--- src/rtl/pixcol_pkg.sv ---
package pixcol_pkg;
   localparam int DEF_TS_W   = 8;
   localparam int DEF_ADDR_W = 8;

   // fixed address of a cell: base offset plus column position
   function automatic logic [31:0] cell_addr(input int base, input int idx);
      return 32'(base + idx);
   endfunction
endpackage

--- src/rtl/pixcol_cell.sv ---
module pixcol_cell #(
   parameter int TS_W = 8
) (
   input  logic            clk,
   input  logic            rst,
   input  logic            tick,
   input  logic            disc,
   input  logic            clr,
   input  logic [TS_W-1:0] ts_now,
   output logic            pend,
   output logic [TS_W-1:0] ts_hold
);
   logic disc_q;
   logic rise;

   assign rise = tick & disc & ~disc_q;

   always_ff @(posedge clk) begin
      if (rst) begin
         disc_q  <= 1'b0;
         pend    <= 1'b0;
         ts_hold <= '0;
      end else if (tick) begin
         disc_q <= disc;
         if (rise && (!pend || clr)) begin
            pend    <= 1'b1;
            ts_hold <= ts_now;
         end else if (clr) begin
            pend <= 1'b0;
         end
      end
   end

   // an unread hit that is not being served keeps its timestamp
   a_r5_hold_ts: assert property (@(posedge clk) disable iff (rst)
      (pend && !clr) |=> (ts_hold == $past(ts_hold)));

   // edge at the clearing tick leaves a fresh hit
   a_r6_rehit: assert property (@(posedge clk) disable iff (rst)
      (tick && clr && disc && !disc_q) |=> (pend && ts_hold == $past(ts_now)));

   // a held-high level does not create a hit
   a_r1_level_only: assert property (@(posedge clk) disable iff (rst)
      (tick && disc && disc_q && !pend) |=> !pend);
endmodule

--- src/rtl/pixcol_prio_chain.sv ---
module pixcol_prio_chain #(
   parameter int N_CELLS = 8,
   parameter int WORD_W  = 16
) (
   input  logic                           clk,
   input  logic                           rst,
   input  logic [N_CELLS-1:0]             req,
   input  logic [N_CELLS-1:0][WORD_W-1:0] data,
   output logic [N_CELLS-1:0]             grant,
   output logic [WORD_W-1:0]              bus
);
   logic [N_CELLS:0]             free;
   logic [N_CELLS:0][WORD_W-1:0] acc;

   assign free[0] = 1'b1;
   assign acc[0]  = '0;

   for (genvar i = 0; i < N_CELLS; i++) begin : g_link
      assign grant[i]  = req[i] & free[i];
      assign free[i+1] = free[i] & ~req[i];
      assign acc[i+1]  = acc[i] | (data[i] & {WORD_W{grant[i]}});
   end

   assign bus = acc[N_CELLS];

   // never two drivers on the shared bus
   a_r10_one_driver: assert property (@(posedge clk) disable iff (rst)
      $onehot0(grant));

   // any pending request yields a grant; index 0 wins when pending
   a_r4_served: assert property (@(posedge clk) disable iff (rst)
      (|req) |-> (|grant));
   a_r4_top_wins: assert property (@(posedge clk) disable iff (rst)
      req[0] |-> grant[0]);
endmodule

--- src/rtl/pixcol_serializer.sv ---
module pixcol_serializer #(
   parameter int W = 8
) (
   input  logic         clk,
   input  logic         rst,
   input  logic         load,
   input  logic [W-1:0] din,
   output logic         sout
);
   logic [W-1:0] sr;

   if (W < 2) begin : g_bad_w
      $error("pixcol_serializer: W must be at least 2");
   end

   always_ff @(posedge clk) begin
      if (rst)       sr <= '0;
      else if (load) sr <= din;
      else           sr <= {sr[W-2:0], 1'b0};
   end

   assign sout = sr[W-1];

   // MSB leaves first, following bits move up one place per clock
   a_r8_msb_first: assert property (@(posedge clk) disable iff (rst)
      load |=> (sout == $past(din[W-1])));
   a_r8_shift: assert property (@(posedge clk) disable iff (rst)
      !load |=> (sr[W-1] == $past(sr[W-2])));
endmodule

--- src/rtl/pixcol_hit_readout.sv ---
module pixcol_hit_readout
   import pixcol_pkg::*;
#(
   parameter int N_CELLS   = 8,
   parameter int TS_W      = DEF_TS_W,
   parameter int ADDR_W    = DEF_ADDR_W,
   parameter int SER_RATIO = 8,
   parameter int ADDR_BASE = 16
) (
   input  logic               clk_bit,
   input  logic               rst,
   input  logic [N_CELLS-1:0] disc_in,
   output logic               ts_sout,
   output logic               addr_sout,
   output logic               word_frame,
   output logic               word_valid
);
   localparam int WORD_W = TS_W + ADDR_W;
   localparam int PH_W   = (SER_RATIO > 1) ? $clog2(SER_RATIO) : 1;

   if (SER_RATIO != TS_W || SER_RATIO != ADDR_W) begin : g_bad_ratio
      $error("pixcol_hit_readout: SER_RATIO must equal TS_W and ADDR_W");
   end
   if (N_CELLS < 1 || ADDR_BASE + N_CELLS > (1 << ADDR_W)) begin : g_bad_addr
      $error("pixcol_hit_readout: cell addresses do not fit ADDR_W");
   end

   logic [PH_W-1:0]                ph;
   logic                           tick;
   logic [TS_W-1:0]                ts_cnt;
   logic [N_CELLS-1:0]             pend_vec;
   logic [N_CELLS-1:0]             grant;
   logic [N_CELLS-1:0]             clr_vec;
   logic [N_CELLS-1:0][WORD_W-1:0] cell_word;
   logic [WORD_W-1:0]              bus;
   logic                           any_pend;
   logic [TS_W-1:0]                ts_load;
   logic [ADDR_W-1:0]              addr_load;

   assign tick = (ph == PH_W'(SER_RATIO - 1));

   always_ff @(posedge clk_bit) begin
      if (rst) begin
         ph         <= '0;
         ts_cnt     <= '0;
         word_frame <= 1'b0;
         word_valid <= 1'b0;
      end else begin
         ph         <= tick ? '0 : ph + 1'b1;
         word_frame <= tick;
         if (tick) begin
            ts_cnt     <= ts_cnt + 1'b1;
            word_valid <= any_pend;
         end
      end
   end

   assign clr_vec = grant & {N_CELLS{tick}};

   for (genvar i = 0; i < N_CELLS; i++) begin : g_cell
      logic [TS_W-1:0] ts_i;
      pixcol_cell #(.TS_W(TS_W)) u_cell (
         .clk     (clk_bit),
         .rst     (rst),
         .tick    (tick),
         .disc    (disc_in[i]),
         .clr     (clr_vec[i]),
         .ts_now  (ts_cnt),
         .pend    (pend_vec[i]),
         .ts_hold (ts_i)
      );
      assign cell_word[i] = {ts_i, ADDR_W'(cell_addr(ADDR_BASE, i))};
   end

   pixcol_prio_chain #(.N_CELLS(N_CELLS), .WORD_W(WORD_W)) u_chain (
      .clk   (clk_bit),
      .rst   (rst),
      .req   (pend_vec),
      .data  (cell_word),
      .grant (grant),
      .bus   (bus)
   );

   assign any_pend  = |pend_vec;
   assign ts_load   = any_pend ? bus[WORD_W-1 -: TS_W] : '0;
   assign addr_load = any_pend ? bus[ADDR_W-1:0]       : '0;

   pixcol_serializer #(.W(TS_W)) u_ser_ts (
      .clk  (clk_bit),
      .rst  (rst),
      .load (tick),
      .din  (ts_load),
      .sout (ts_sout)
   );

   pixcol_serializer #(.W(ADDR_W)) u_ser_addr (
      .clk  (clk_bit),
      .rst  (rst),
      .load (tick),
      .din  (addr_load),
      .sout (addr_sout)
   );

   // counter wraps from all-ones to zero at a tick
   a_r7_wrap: assert property (@(posedge clk_bit) disable iff (rst)
      (tick && ts_cnt == '1) |=> (ts_cnt == '0));

   // frame lasts a single bit
   a_r8_frame_once: assert property (@(posedge clk_bit) disable iff (rst)
      word_frame |=> !word_frame);

   // idle slot sends zeros with valid low
   a_r8_idle_zero: assert property (@(posedge clk_bit) disable iff (rst)
      (tick && pend_vec == '0) |=> (!word_valid && !ts_sout && !addr_sout && word_frame));
endmodule

--- config.mk ---
export PLATFORM = sky130hd
export DESIGN_NAME = pixcol_hit_readout
export DESIGN_NICKNAME = d
export VERILOG_FILES = /design/src/rtl/pixcol_pkg.sv /design/src/rtl/pixcol_cell.sv /design/src/rtl/pixcol_prio_chain.sv /design/src/rtl/pixcol_serializer.sv /design/src/rtl/pixcol_hit_readout.sv
export SDC_FILE = /design/constraint.sdc
export NUM_CORES = 1
export LEC_CHECK = 0
export BUFFER_PORTS_ARGS = -buffer_cell sky130_fd_sc_hd__buf_2
export CAP_MARGIN = 20
export CORE_MARGIN = 10
export CORE_UTILIZATION = 40
export DETAILED_ROUTE_END_ITERATION = 8
export MAX_ROUTING_LAYER = met4
export SLEW_MARGIN = 10
export SYNTH_ARGS = -nofsm -noshare
export SYNTH_HDL_FRONTEND = slang
export SYNTH_SLANG_ARGS = --single-unit
--- constraint.sdc ---
create_clock -name clk_bit -period 2.3 [get_ports clk_bit]
set_input_delay 0.345 -clock clk_bit [delete_from_list [all_inputs] [get_ports clk_bit]]
set_output_delay 0.345 -clock clk_bit [all_outputs]
set_load 0.1 [all_outputs]
=== Word-level counts from Yosys, hierarchy flattened ===
Cells that the tools add are included.

* Bits in registers: 109
* Input bits: 10

* Muxes and demuxes: 20
* Bitwise operators: 62
* Add/subtract/negate cells: 2
* Equal/unequal tests: 1
* Reductions and logical operators: 51

{| class="wikitable"
|+ Operators by type and width
! operator !! count
|-
| AND 16 bit || 8
|-
| bitwise OR 16 bit || 7
|-
| 2-to-1 mux 8 bit || 4
|-
| AND reduction 2 bit || 16
|-
| AND 1 bit || 29
|-
| inverter 1 bit || 17
|-
| 2-to-1 mux 1 bit || 16
|-
| nonzero test 2 bit || 8
|-
| adder 8 x 1 -> 8 bit, second input constant || 1
|-
| AND 8 bit || 1
|-
| logical AND 1 bit || 8
|-
| logical NOT 1 bit || 8
|-
| logical OR 1 bit || 8
|-
| OR reduction 8 bit || 1
|-
| adder 3 x 1 -> 3 bit, second input constant || 1
|-
| equality test 3 bit, second input constant || 1
|-
| OR reduction 3 bit || 1
|-
| OR reduction 2 bit || 1
|}

=== Depth between registers and ports, before layout ===
Gate-level depths: netlist of run 1.

* Depth after elaboration: 13
* Gate-level depth with buffers: 8
* Depth with buffers taken out: 6

=== Modules after synthesis ===
A second synthesis of run 1 with hierarchy kept.

* Cell total of the unflattened synthesis: 712
* Area, all modules: 6506.2 µm²

{| class="wikitable"
|+ By module, submodules not included
! module !! cells an instance !! instances !! sequential area each (µm²) !! area each (µm²)
|-
| pixcol_cell || 43 || 8 || 200.2 || 464.2
|-
| pixcol_prio_chain || 236 || 1 || 0.0 || 1515.2
|-
| pixcol_hit_readout || 82 || 1 || 260.2 || 711.9
|-
| pixcol_serializer || 25 || 2 || 160.2 || 282.8
|}

=== Worst setup path after synthesis of run 1 ===
Ideal clock, no wire load.

* Kind: register -> register
* Start point: register ph[0]
* End point: register g_cell[0].u_cell.ts_hold[0]
* Library setup time: 128 ps
* Path buffers: 3
* Stages on the path, launching flop included: 9
* Period minus slack after synthesis: 1885 ps
* Arrival time: 1758 ps
* Setup slack: 415 ps
* Cell sequence: dfxtp_1 -> ha_1 -> ha_1 -> buf_2 -> buf_1 -> nand3b_1 -> clkbuf_1 -> mux2i_1 -> nor2_1

* Word-level cells in the longest chain between the ends: 5

{| class="wikitable"
|+ Ends and longest elaborated chain
! item !! line !! RTL
|-
| start: declaration || pixcol_hit_readout.sv:28 || <nowiki>logic [PH_W-1:0] ph;</nowiki>
|-
| start signal: assignment || pixcol_hit_readout.sv:49 || <nowiki>ph <= tick ? '0 : ph + 1'b1;</nowiki>
|-
| equality test 3 bit (*) || pixcol_hit_readout.sv:40 || <nowiki>assign tick = (ph == PH_W'(SER_RATIO - 1));</nowiki>
|-
| via g_cell[0].u_cell.tick || pixcol_cell.sv:6 || <nowiki>input logic tick,</nowiki>
|-
| AND 1 bit or AND 8 bit (tied branches) || pixcol_cell.sv:16, pixcol_hit_readout.sv:58 ||
|-
| AND 1 bit or logical OR 1 bit (tied branches) || pixcol_cell.sv:16, pixcol_cell.sv:25 ||
|-
| logical AND 1 bit || pixcol_cell.sv:25 || <nowiki>if (rise && (!pend || clr)) begin</nowiki>
|-
| AND reduction 2 bit (no source line) (*) || -- ||
|-
| end signal: assignment || pixcol_cell.sv:27 || <nowiki>ts_hold <= ts_now;</nowiki>
|-
| end: declaration || pixcol_cell.sv:11 || <nowiki>output logic [TS_W-1:0] ts_hold</nowiki>
|}

The timed path passes the listed nets; every way through them passes the cells marked *.
A chain may end at the register's enable or synchronous reset.

=== Worst setup path in the final report of run 1 ===
* Start point: register ph[0]
* End point: register ts_cnt[7]

* Word-level cells in the longest chain between the ends: 1

{| class="wikitable"
|+ Ends and longest elaborated chain
! item !! line !! RTL
|-
| equality test 3 bit || pixcol_hit_readout.sv:40 ||
|-
| via g_cell[0].u_cell.tick || pixcol_cell.sv:6 ||
|-
| end signal: assignment || pixcol_hit_readout.sv:52 || <nowiki>ts_cnt <= ts_cnt + 1'b1;</nowiki>
|-
| end: declaration || pixcol_hit_readout.sv:30 || <nowiki>logic [TS_W-1:0] ts_cnt;</nowiki>
|}

The timed path passes the listed nets, and every way through them passes these cells.

==> results of run 1 <==
-- registers in the layout, summed over array words and instances (netlist names), 3 cells and up --
| name | cells |
|---|---|
| ph | 3 |
| u_ser_addr.sr | 8 |
| g_cell.u_cell.ts_hold | 64 |
| g_cell.u_cell.pend | 8 |
| ts_cnt | 8 |
| g_cell.u_cell.disc_q | 8 |
| u_ser_ts.sr | 8 |
-- Yosys cell counts, types with 2 or more instances --
library cell,count
a21o_1,4
a21oi_1,30
a221o_1,7
a221oi_1,7
a31oi_1,3
a32oi_1,2
and2_1,6
buf_2,7
clkbuf_1,35
dfxtp_1,109
ha_1,3
inv_1,3
mux2i_1,64
nand2_1,47
nand2b_1,27
nand3_1,9
nand3b_1,14
nand4_1,3
nor2_1,60
nor2b_1,2
nor3_1,2
o2111ai_1,6
o211ai_1,7
o21ai_0,17
o21ai_1,8
or3_1,3
xor2_1,4
-- final cells by class --
cell class	instances	area, µm²
Tap cell	143	179
Fill cell	1119	6260
Inverter	4	15.0
Clock inverter	6	68.8
Timing Repair Buffer	31	200
Sequential cell	109	2180
Clock buffer	10	229
Multi-Input combinational cell	351	2280
-- where the power goes --
| part | internal, mW | switching, mW |
|---|---|---|
| Sequential | 1.89 | 0.00326 |
| Clock | 0.855 | 0.708 |
| Combinational | 0.0254 | 0.0508 |
| Total | 2.77 | 0.762 |
-- per-stage QoR --
step	setup WS [ns]	cells	total power, mW
after global placement	0.409	638	2.01
after CTS	0.321	654	3.57
after floorplan	0.415	507	1.99
final	0.300	654	3.53
after global routing	0.141	654	3.66
after detailed placement	0.335	638	2.01
-- logic make-up (layout without fill, tap and decap cells) --
group | count (synthesis) | after routing | synth area share (%)
DFF | 109 | 109 | 46.9
buffers and inverters | 47 | 51 | 3.98
muxes | 64 | 64 | 13.8
xor gates and xnor gates | 5 | 5 | 0.941
and+or+nand+nor | 180 | 180 | 19.0
AOI/OAI and AO/OA | 99 | 99 | 14.6
adders and majority gates | 3 | 3 | 0.807
-- cell usage in the layout, fill, tap and decap left out, drive strengths merged, types with 4 or more instances in the layout --
cell type | netlist | final
buf | 8 | 31
clkbuf | 35 | 10
dfxtp | 109 | 109
o21ai | 25 | 25
nand2b | 27 | 27
a31oi | 4 | 4
o2111ai | 6 | 6
and2 | 6 | 6
a221o | 7 | 7
a21oi | 31 | 31
nand2 | 47 | 47
nand3b | 14 | 14
xor2 | 4 | 4
o211ai | 7 | 7
a21o | 4 | 4
inv | 4 | 7
mux2i | 64 | 64
a221oi | 7 | 7
nor2 | 61 | 61
nand3 | 9 | 9
-- critical path: stages (launching register included) --
cell	delay [ns]
dfxtp_1	0.34
ha_1	0.15
ha_1	0.20
buf_4	0.24
buf_4	0.22
nand4_1	0.21
or3_1	0.42
a21oi_1	0.15
-- final timing paths --
| check | cells past startpoint | start | to | slack (ns) |
|---|---|---|---|---|
| worst max-delay path | 7 | ph[0] | ts_cnt[7] | 0.30 |
| worst min register to register | 1 | ph[0] | ph[0] | 0.43 |
| worst max register to register | 7 | ph[0] | ts_cnt[7] | 0.30 |
| worst min-delay path | 3 | disc_in[4] | g_cell[4].u_cell.disc_q | 0.26 |
-- per-layer routing --
metal,wire [µm],GRT usage (%)
met1,5190,18.0
met4,86,3.25
met3,424,3.14
met5,0,-
met2,5020,20.8
==> results by group, run 1 <==
Detailed routing
  • DR vias/cell: ~5.4
  • DRT Pass-1 Iters: 4
  • DRC: 0
  • Post-route ant nets: 0
  • Final wirelength: approximately 11000 µm
  • Drt first-iter violations: 188
  • Avg WL per Cell: around 16 µm
  • Vias: approximately 3500

Synth
  • Register area share after synthesis: a little under half
  • Top_reg_cell synth: dfxtp_1
  • Post-synth ARST share: 0%
  • Post-synth top area share: 46.9%
  • Netlist Area Pre-Place: approximately 0.0047 mm²
  • Syn_area_per_cell: just over 9 µm²
  • Synth top area cells: dfxtp_1 47%, mux2i_1 14%, nor2_1 4.8%
  • Mapped Cells: just over 500
  • Synth area leader: dfxtp_1
  • Yosys warns: 0
  • Netlist cell types: 45
  • FF+latch count, synth: ~110
  • EDFF count, synth: 0
  • Post-synth net total: 520

Worst setup path
  • Crit-path max FO: 17
  • WS Path Type: reg2reg
  • CP required: between 2 and 3 ns
  • CP Capture Type: register
  • CP startpoint kind: register
  • Data arrival, critical path: between 2 and 2.5 ns

CTS
  • CTS Buffer Depth: 2
  • H-tree Lvls: 3
  • Hold-fix buffers, CTS: 0
  • CTS tree: built
  • Sinks on Clock Net: approximately 110
  • Clock Pin Slew Worst Setup and Hold Paths: 0.07 ns
  • Root Driver: clkbuf_16
  • Worst-skew pair later-pin latency: 0.35 ns
  • Postcts setup bufs: 0
  • CTS resizes: 0
  • CTS buffer count: 9

Floorplanning
  • Io pins: 14
  • CORE AREA: between 0.01 and 0.015 mm²
  • Die height: 128 µm
  • Initial Utilization: about 41%
  • DIE AREA: 0.0163 mm²
  • DIE WIDTH: 128 µm
  • # rows: 39

Layout
  • Final net count: 519
  • Final core utilization: between 40% and 50%
  • Share of layout cells above drive strength 1: a little over a tenth
  • Design area: between 0.005 and 0.006 mm²
  • P&R area growth vs syn: 10.9%
  • Ant diodes: 0

Timing
  • Fin crit period: between 1.5 and 2 ns
  • Tcrit/Tclk final: a little under 90%
  • WHS: about 0.26 ns
  • RSZ-0062 raised after global routing: false
  • Final setup fails: 0
  • Setup TNS: 0 ns
  • Fmax: between 500 and 600 MHz
  • Hold violation count in the final report: 0
  • Pins Over Slew Limit: 0
  • Skew final: approximately 0.0065 ns
  • Worst-Margin Slew: about 1.1 ns
  • Rel. slew slack: 27.3%

Place
  • Placed cell areas: 0.00486 mm²
  • Detail Placement HPWL: about 7400 µm
  • Final estimated routing congestion in global placement: ~0.85
  • IO buf count: 13

Hold path
  • Hold Crit Class: in2reg

Power and ir drop
  • Leak Pwr: ~2.1 nW
  • Worst vdd ir: just under 0.4 mV
  • Total power per unit cell area: 685 mW/mm²

GRT
  • Antenna violations before repair: 0
  • First-pass GRT wire length: about 18000 µm
  • GRT Overall Usage: 13.7%
  • Final global-route overflow total: 0
  • Vias in the first global route: between 3000 and 4000
  • Largest net degree at the start of global routing: 46

Status
  • Status: finished, final reports clean

Run
  • MaxCap Viol Count: 0
No activity file was read; power rests on OpenSTA's default activity.
==> inputs of run 2 (changes only) <==
--- a/config.mk
+++ b/config.mk
@@ -8,9 +8,10 @@
 export BUFFER_PORTS_ARGS = -buffer_cell sky130_fd_sc_hd__buf_2
 export CAP_MARGIN = 20
 export CORE_MARGIN = 10
-export CORE_UTILIZATION = 40
+export CORE_UTILIZATION = 60
 export DETAILED_ROUTE_END_ITERATION = 8
 export MAX_ROUTING_LAYER = met4
+export PLACE_DENSITY = 0.77
 export SLEW_MARGIN = 10
 export SYNTH_ARGS = -nofsm -noshare
 export SYNTH_HDL_FRONTEND = slang
==> run 2 against run 1 <==
Against the previous run:
- register-to-register slack barely moved
- largest cell class unchanged
- critical endpoint is now g_cell[7].u_cell.ts_hold[4]
- non-clock buffer count grew 2
- largest power group unchanged
- flip-flop and latch count did not move
- clock-buffer cell count down 1
==> results by group, run 2 (same netlist as run 1, synthesis figures left out) <==
Floorplanning
  • DIE WIDTH: around 110 µm
  • CORE AREA: around 0.0076 mm²
  • # rows: 32
  • Die height: approximately 110 µm
  • DIE AREA: between 0.01 and 0.015 mm²
  • Initial Utilization: about three fifths
  • Io pins: 14

CTS
  • CTS buffer count: 9
  • CTS resizes: 0
  • Sinks on Clock Net: 109
  • Postcts setup bufs: 0
  • Root Driver: clkbuf_8
  • Hold-fix buffers, CTS: 0
  • H-tree Lvls: 3
  • Clock Pin Slew Worst Setup and Hold Paths: roughly 0.10 ns
  • CTS Buffer Depth: 2
  • Worst-skew pair later-pin latency: between 0.3 and 0.4 ns
  • CTS tree: built

Place
  • Final estimated routing congestion in global placement: 0.926
  • IO buf count: 13
  • Detail Placement HPWL: 6870 µm

Detailed routing
  • Avg WL per Cell: ~16 µm
  • Drt first-iter violations: ~240
  • DRT Pass-1 Iters: 5
  • DRC: 0
  • Vias: roughly 3500
  • Post-route ant nets: 0
  • Final wirelength: 10000 µm
  • DR vias/cell: ~5.7

Power and ir drop
  • Worst vdd ir: 0.474 mV
  • Leak Pwr: around 2.1 nW
  • Total power per unit cell area: 601 mW/mm²

Worst setup path
  • CP required: about 2.6 ns
  • CP startpoint kind: register
  • CP Cell Sequence: or4_1, o41ai_4, nand3_1, a21oi_1
  • Reg-to-reg startpoint: g_cell[3].u_cell.pend
  • WS Path Type: reg2reg
  • Reg2reg path depth: 4
  • CP peak stage delay: roughly 0.7 ns
  • Crit-path max FO: 8
  • Data arrival, critical path: roughly 2.3 ns
  • CP max-delay cell: or4_1
  • Register-to-register setup slack: approximately 0.31 ns
  • Critical R2R Capture: g_cell[7].u_cell.ts_hold[4]
  • CP Capture Type: register

Timing
  • Final setup fails: 0
  • Hold violation count in the final report: 0
  • Pins Over Slew Limit: 0
  • RSZ-0062 raised after global routing: false
  • Worst-Margin Slew: approximately 0.77 ns
  • Tcrit/Tclk final: a little under nine tenths
  • Skew final: about 0.015 ns
  • Setup TNS: 0 ns
  • Fin crit period: between 1.5 and 2 ns
  • Fmax: 504 MHz
  • Rel. slew slack: between 40% and 50%

GRT
  • Final global-route overflow total: 0
  • M1 GR Usage: around a quarter
  • GRT Overall Usage: between 10% and 20%
  • Gr busiest metal: met2
  • Met2 Track Usage GR: between 20 and 30%
  • First-pass GRT wire length: roughly 17000 µm
  • Vias in the first global route: 3400
  • Antenna violations before repair: 0
  • Met3 GRT Util: 3.99%
  • Largest net degree at the start of global routing: a little over 80

Layout
  • Final core utilization: between 60% and 70%
  • Ant diodes: 0
  • Final net count: approximately 520
  • # fillers: about 630
  • Largest reg by FF count: g_cell.u_cell.ts_hold
  • Max reg flops: 64
  • Share of layout cells above drive strength 1: a little under an eighth
  • Most common cell after layout, fill and taps aside: dfxtp_1
  • P&R area growth vs syn: 7.85%
  • Most frequent cells in the layout: 109 x dfxtp_1, 64 x mux2i_1, 60 x nor2_1

Run
  • MaxCap Viol Count: 0

Hold path
  • Hold path depth: 3
  • Hold Crit Class: in2reg
  • Hold Path End: g_cell[1].u_cell.disc_q
  • Min-delay src: disc_in[1]

Status
  • Status: finished, final reports clean
run 2: worst max-delay path: cells and delay by family (launching register included):
family,cells,cell delay (ns)
AOI/OAI and AO/OA,2,0.65
DFF,1,0.39
and+or+nand+nor,2,0.86
run 2: routing by layer:
layer	vias to the layer above	share of wire [%]
li1	1766	-
met1	1680	46
met2	74	48
met3	10	5.3
met4	0	0.82
met5	-	0
run 2: how the worst max path moves through the flow:
stage	start	to	slack, ns	cells past startpoint
2_1_floorplan	ph[0]	g_cell[0].u_cell.ts_hold[0]	0.41	8
3_3_place_gp	ph[0]	g_cell[2].u_cell.ts_hold[0]	0.31	6
3_5_place_dp	ph[0]	g_cell[7].u_cell.ts_hold[4]	0.13	7
4_1_cts	ph[0]	g_cell[7].u_cell.ts_hold[5]	0.1	7
5_1_grt	ph[0]	g_cell[7].u_cell.ts_hold[4]	0.13	7
6_report	g_cell[3].u_cell.pend	g_cell[7].u_cell.ts_hold[4]	0.31	4
run 2: layout make-up:
cell class | instances | area (µm²) | share of cell area, %
clock buffer | 9 | 124 | 2.47
clock inverter | 6 | 47.5 | 0.948
inverter | 4 | 15.0 | 0.299
multi-input combinational | 351 | 2290 | 45.7
sequential | 109 | 2180 | 43.5
tap | 102 | 128 | 2.54
timing repair buffer | 33 | 228 | 4.54
run 2: stage by stage:
step | hold WS (ns) | instance area [µm²] | std cells | power [mW] | setup slack (ns)
3_5_place_dp | 0.415 | 4840 | 599 | 2.02 | 0.133
6_report | 0.229 | 5020 | 614 | 3.01 | 0.315
4_1_cts | 0.222 | 5010 | 614 | 3.03 | 0.0991
5_1_grt | 0.227 | 5020 | 614 | 3.12 | 0.130
2_1_floorplan | 0.400 | 4650 | 507 | 1.99 | 0.415
3_3_place_gp | 0.408 | 4840 | 599 | 2.02 | 0.308
run 2: where the power goes:
part           switching (mW)  leakage (nW)  total, mW  internal, mW
combinational          0.0499          1.13     0.0800        0.0301
sequential            0.00338         0.878       1.90          1.89
clock                   0.641        0.0861       1.04         0.398
total                   0.695          2.09       3.01          2.32
==> inputs of run 3 (changes only) <==
--- a/config.mk
+++ b/config.mk
@@ -7,12 +7,14 @@
 export LEC_CHECK = 0
 export BUFFER_PORTS_ARGS = -buffer_cell sky130_fd_sc_hd__buf_2
 export CAP_MARGIN = 20
+export CELL_PAD_IN_SITES_DETAIL_PLACEMENT = 1
+export CELL_PAD_IN_SITES_GLOBAL_PLACEMENT = 1
 export CORE_MARGIN = 10
-export CORE_UTILIZATION = 60
+export CORE_UTILIZATION = 48
 export DETAILED_ROUTE_END_ITERATION = 8
 export MAX_ROUTING_LAYER = met4
-export PLACE_DENSITY = 0.77
-export SLEW_MARGIN = 10
+export PLACE_DENSITY_LB_ADDON = 0.1
+export SLEW_MARGIN = 20
 export SYNTH_ARGS = -nofsm -noshare
 export SYNTH_HDL_FRONTEND = slang
 export SYNTH_SLANG_ARGS = --single-unit
==> constraint.sdc (replaced) <==
create_clock -name clk_bit -period 1.95 [get_ports clk_bit]
set_input_delay 0.2925 -clock clk_bit [delete_from_list [all_inputs] [get_ports clk_bit]]
set_output_delay 0.2925 -clock clk_bit [all_outputs]
set_load 0.1 [all_outputs]
==> run 3 against run 2 <==
Against the previous run:
- first-iteration DRC count fell by 2.9%
- setup slack got worse by 0.16 ns
- design area rose by 5.7%
- die area rose by 20%
- sequential power rose by 17%
- global-route usage rose by 0.33 points
- sequential share of layout area fell by 2.4 points
- core utilization fell by 8.7 points
- critical endpoint is now g_cell[1].u_cell.ts_hold[3]
- largest power group unchanged
==> results by group, run 3 (same netlist as run 1, synthesis figures left out) <==
Status
  • Status: finished, final reports clean

GRT
  • Final global-route overflow total: 0
  • Largest net degree at the start of global routing: 52
  • GRT Overall Usage: 18.5%
  • First-pass GRT wire length: 20600 µm
  • Vias in the first global route: 3919
  • Antenna violations before repair: 0

Timing
  • Pins Over Slew Limit: 0
  • Rel. slew slack: between 60 and 70%
  • Final setup fails: 0
  • Setup TNS: 0 ns
  • Fin crit period: about 1.8 ns
  • Worst-Margin Slew: between 0.5 and 0.6 ns
  • Tcrit/Tclk final: between 90% and 100%
  • Hold violation count in the final report: 0
  • Skew final: between 0.01 and 0.015 ns
  • RSZ-0062 raised after global routing: false
  • Fmax: approximately 560 MHz
  • Worst Slack Setup Final: roughly 0.15 ns

Detailed routing
  • Vias: 3709
  • DRT Pass-1 Iters: 4
  • DRC: 0
  • DR vias/cell: ~5.6
  • Final wirelength: approximately 12000 µm
  • Drt first-iter violations: about 230
  • Post-route ant nets: 0
  • Avg WL per Cell: approximately 19 µm

Power and ir drop
  • Comb pwr share: roughly 2.6%
  • Switching power: ~0.85 mW
  • Total power per unit cell area: roughly 700 mW/mm²
  • Seq pwr share: about three fifths
  • Final Power: 3.73 mW
  • Clock share of power: a little under two fifths
  • Cell Int Power: slightly below 3 mW
  • Worst vdd ir: around 0.53 mV
  • Fraction of power spent switching nets: a little under a quarter
  • Leak Pwr: 2.23 nW

Hold path
  • Hold Path End: g_cell[1].u_cell.disc_q
  • Min-delay src: disc_in[1]
  • Hold Crit Class: in2reg
  • Hold path depth: 3

Layout
  • Share of layout cells above drive strength 1: between 10 and 15%
  • Max reg flops: 64
  • Final net count: roughly 540
  • Most frequent cells in the layout: 109 x dfxtp_1, 64 x mux2i_1, 60 x nor2_1
  • P&R area growth vs syn: 14.0%
  • Ant diodes: 0
  • # fillers: between 1000 and 1500
  • Most common cell after layout, fill and taps aside: dfxtp_1
  • Largest reg by FF count: g_cell.u_cell.ts_hold

Place
  • IO buf count: 13
  • Final estimated routing congestion in global placement: ~0.79
  • Detail Placement HPWL: between 8000 and 9000 µm
  • Dpl ws: 0.0618 ns

Floorplanning
  • Initial Utilization: between 40% and 50%
  • # rows: 35
  • DIE WIDTH: 118 µm
  • Io pins: 14
  • CORE AREA: 0.00933 mm²
  • Die height: about 120 µm
  • DIE AREA: approximately 0.014 mm²

Run
  • MaxCap Viol Count: 0

Worst setup path
  • Crit-path max FO: 22
  • Reg-to-reg startpoint: ph[0]
  • WS Path Type: reg2reg
  • Register-to-register setup slack: 0.15 ns
  • Data arrival, critical path: about 2 ns
  • CP startpoint kind: register
  • CP required: ~2.2 ns
  • CP Capture Type: register
  • Reg2reg path depth: 8
  • Critical R2R Capture: g_cell[1].u_cell.ts_hold[3]

CTS
  • CTS Buffer Depth: 2
  • Sinks on Clock Net: between 100 and 150
  • CTS tree: built
  • Root Driver: clkbuf_8
  • CTS buffer count: 9
  • Worst-skew pair later-pin latency: between 0.3 and 0.4 ns
  • Clock Pin Slew Worst Setup and Hold Paths: 0.10 ns
  • Hold-fix buffers, CTS: 0
  • H-tree Lvls: 3
[run 3: layer usage]
metal / GRT usage [%] / part of all wire [%] / up-vias
met1: 22.9 / 46 / 1826
met4: 7.79 / 2.6 / 0
li1: - / - / 1801
met5: - / 0 / -
met3: 3.47 / 4.2 / 22
met2: 29.0 / 47 / 60
[run 3: per-stage QoR]
step | cell area (µm²) | util [%] | instances | hold WS (ns)
after detailed placement | 5070 | 54.3 | 642 | 0.417
after CTS | 5270 | 56.5 | 658 | 0.143
after global routing | 5310 | 56.9 | 659 | 0.170
final | 5310 | 56.9 | 659 | 0.157
after global placement | 5070 | 54.3 | 642 | 0.409
after floorplan | 4650 | - | 507 | 0.400
[run 3: worst max-delay path by stage]
stage                          start                           to  cells after the start  slack (ns)
2_1_floorplan                  ph[0]  g_cell[0].u_cell.ts_hold[0]                      8        0.06
3_3_place_gp                   ph[0]  g_cell[2].u_cell.ts_hold[7]                      6        0.11
5_1_grt                        ph[0]  g_cell[1].u_cell.ts_hold[3]                      8       0.005
6_report                       ph[0]  g_cell[1].u_cell.ts_hold[3]                      8        0.15
4_1_cts        g_cell[2].u_cell.pend               u_ser_ts.sr[0]                      4        0.05
3_5_place_dp                   ph[0]  g_cell[2].u_cell.ts_hold[6]                      6        0.06
[run 3: area by class of cell]
class / instances / area (µm²) / share of cell area [%]
Clock buffer: 13 / 179 / 3.37
Clock inverter: 3 / 26.3 / 0.495
Inverter: 4 / 15.0 / 0.283
Multi-Input combinational cell: 351 / 2310 / 43.6
Sequential cell: 109 / 2180 / 41.1
Tap cell: 129 / 161 / 3.04
Timing Repair Buffer: 50 / 430 / 8.11
[run 3: worst max-delay path: stages, from the launching register on]
cell and delay (ns):
dfxtp_1 0.35, ha_1 0.15, ha_2 0.25, buf_12 0.19, nand3b_1 0.14, a21o_1 0.21
buf_12 0.15, mux2i_1 0.16, nor2_1 0.06
[run 3: repair_timing]
action | CTS | global route
resized for setup | 0 | 5
endpoints found under the hold margin | 0 | 0
buffers inserted | 0 | 1
endpoints found under the setup margin | 0 | 38
[run 3: power groups by stage]
stage / logic (mW) / registers, mW / clock network, mW
floorplan: 0.0598 / 2.29 / 0
global placement: 0.0938 / 2.29 / 0
detailed placement: 0.0969 / 2.29 / 0
CTS: 0.0967 / 2.23 / 1.44
global route: 0.109 / 2.24 / 1.53
finish: 0.0973 / 2.23 / 1.40
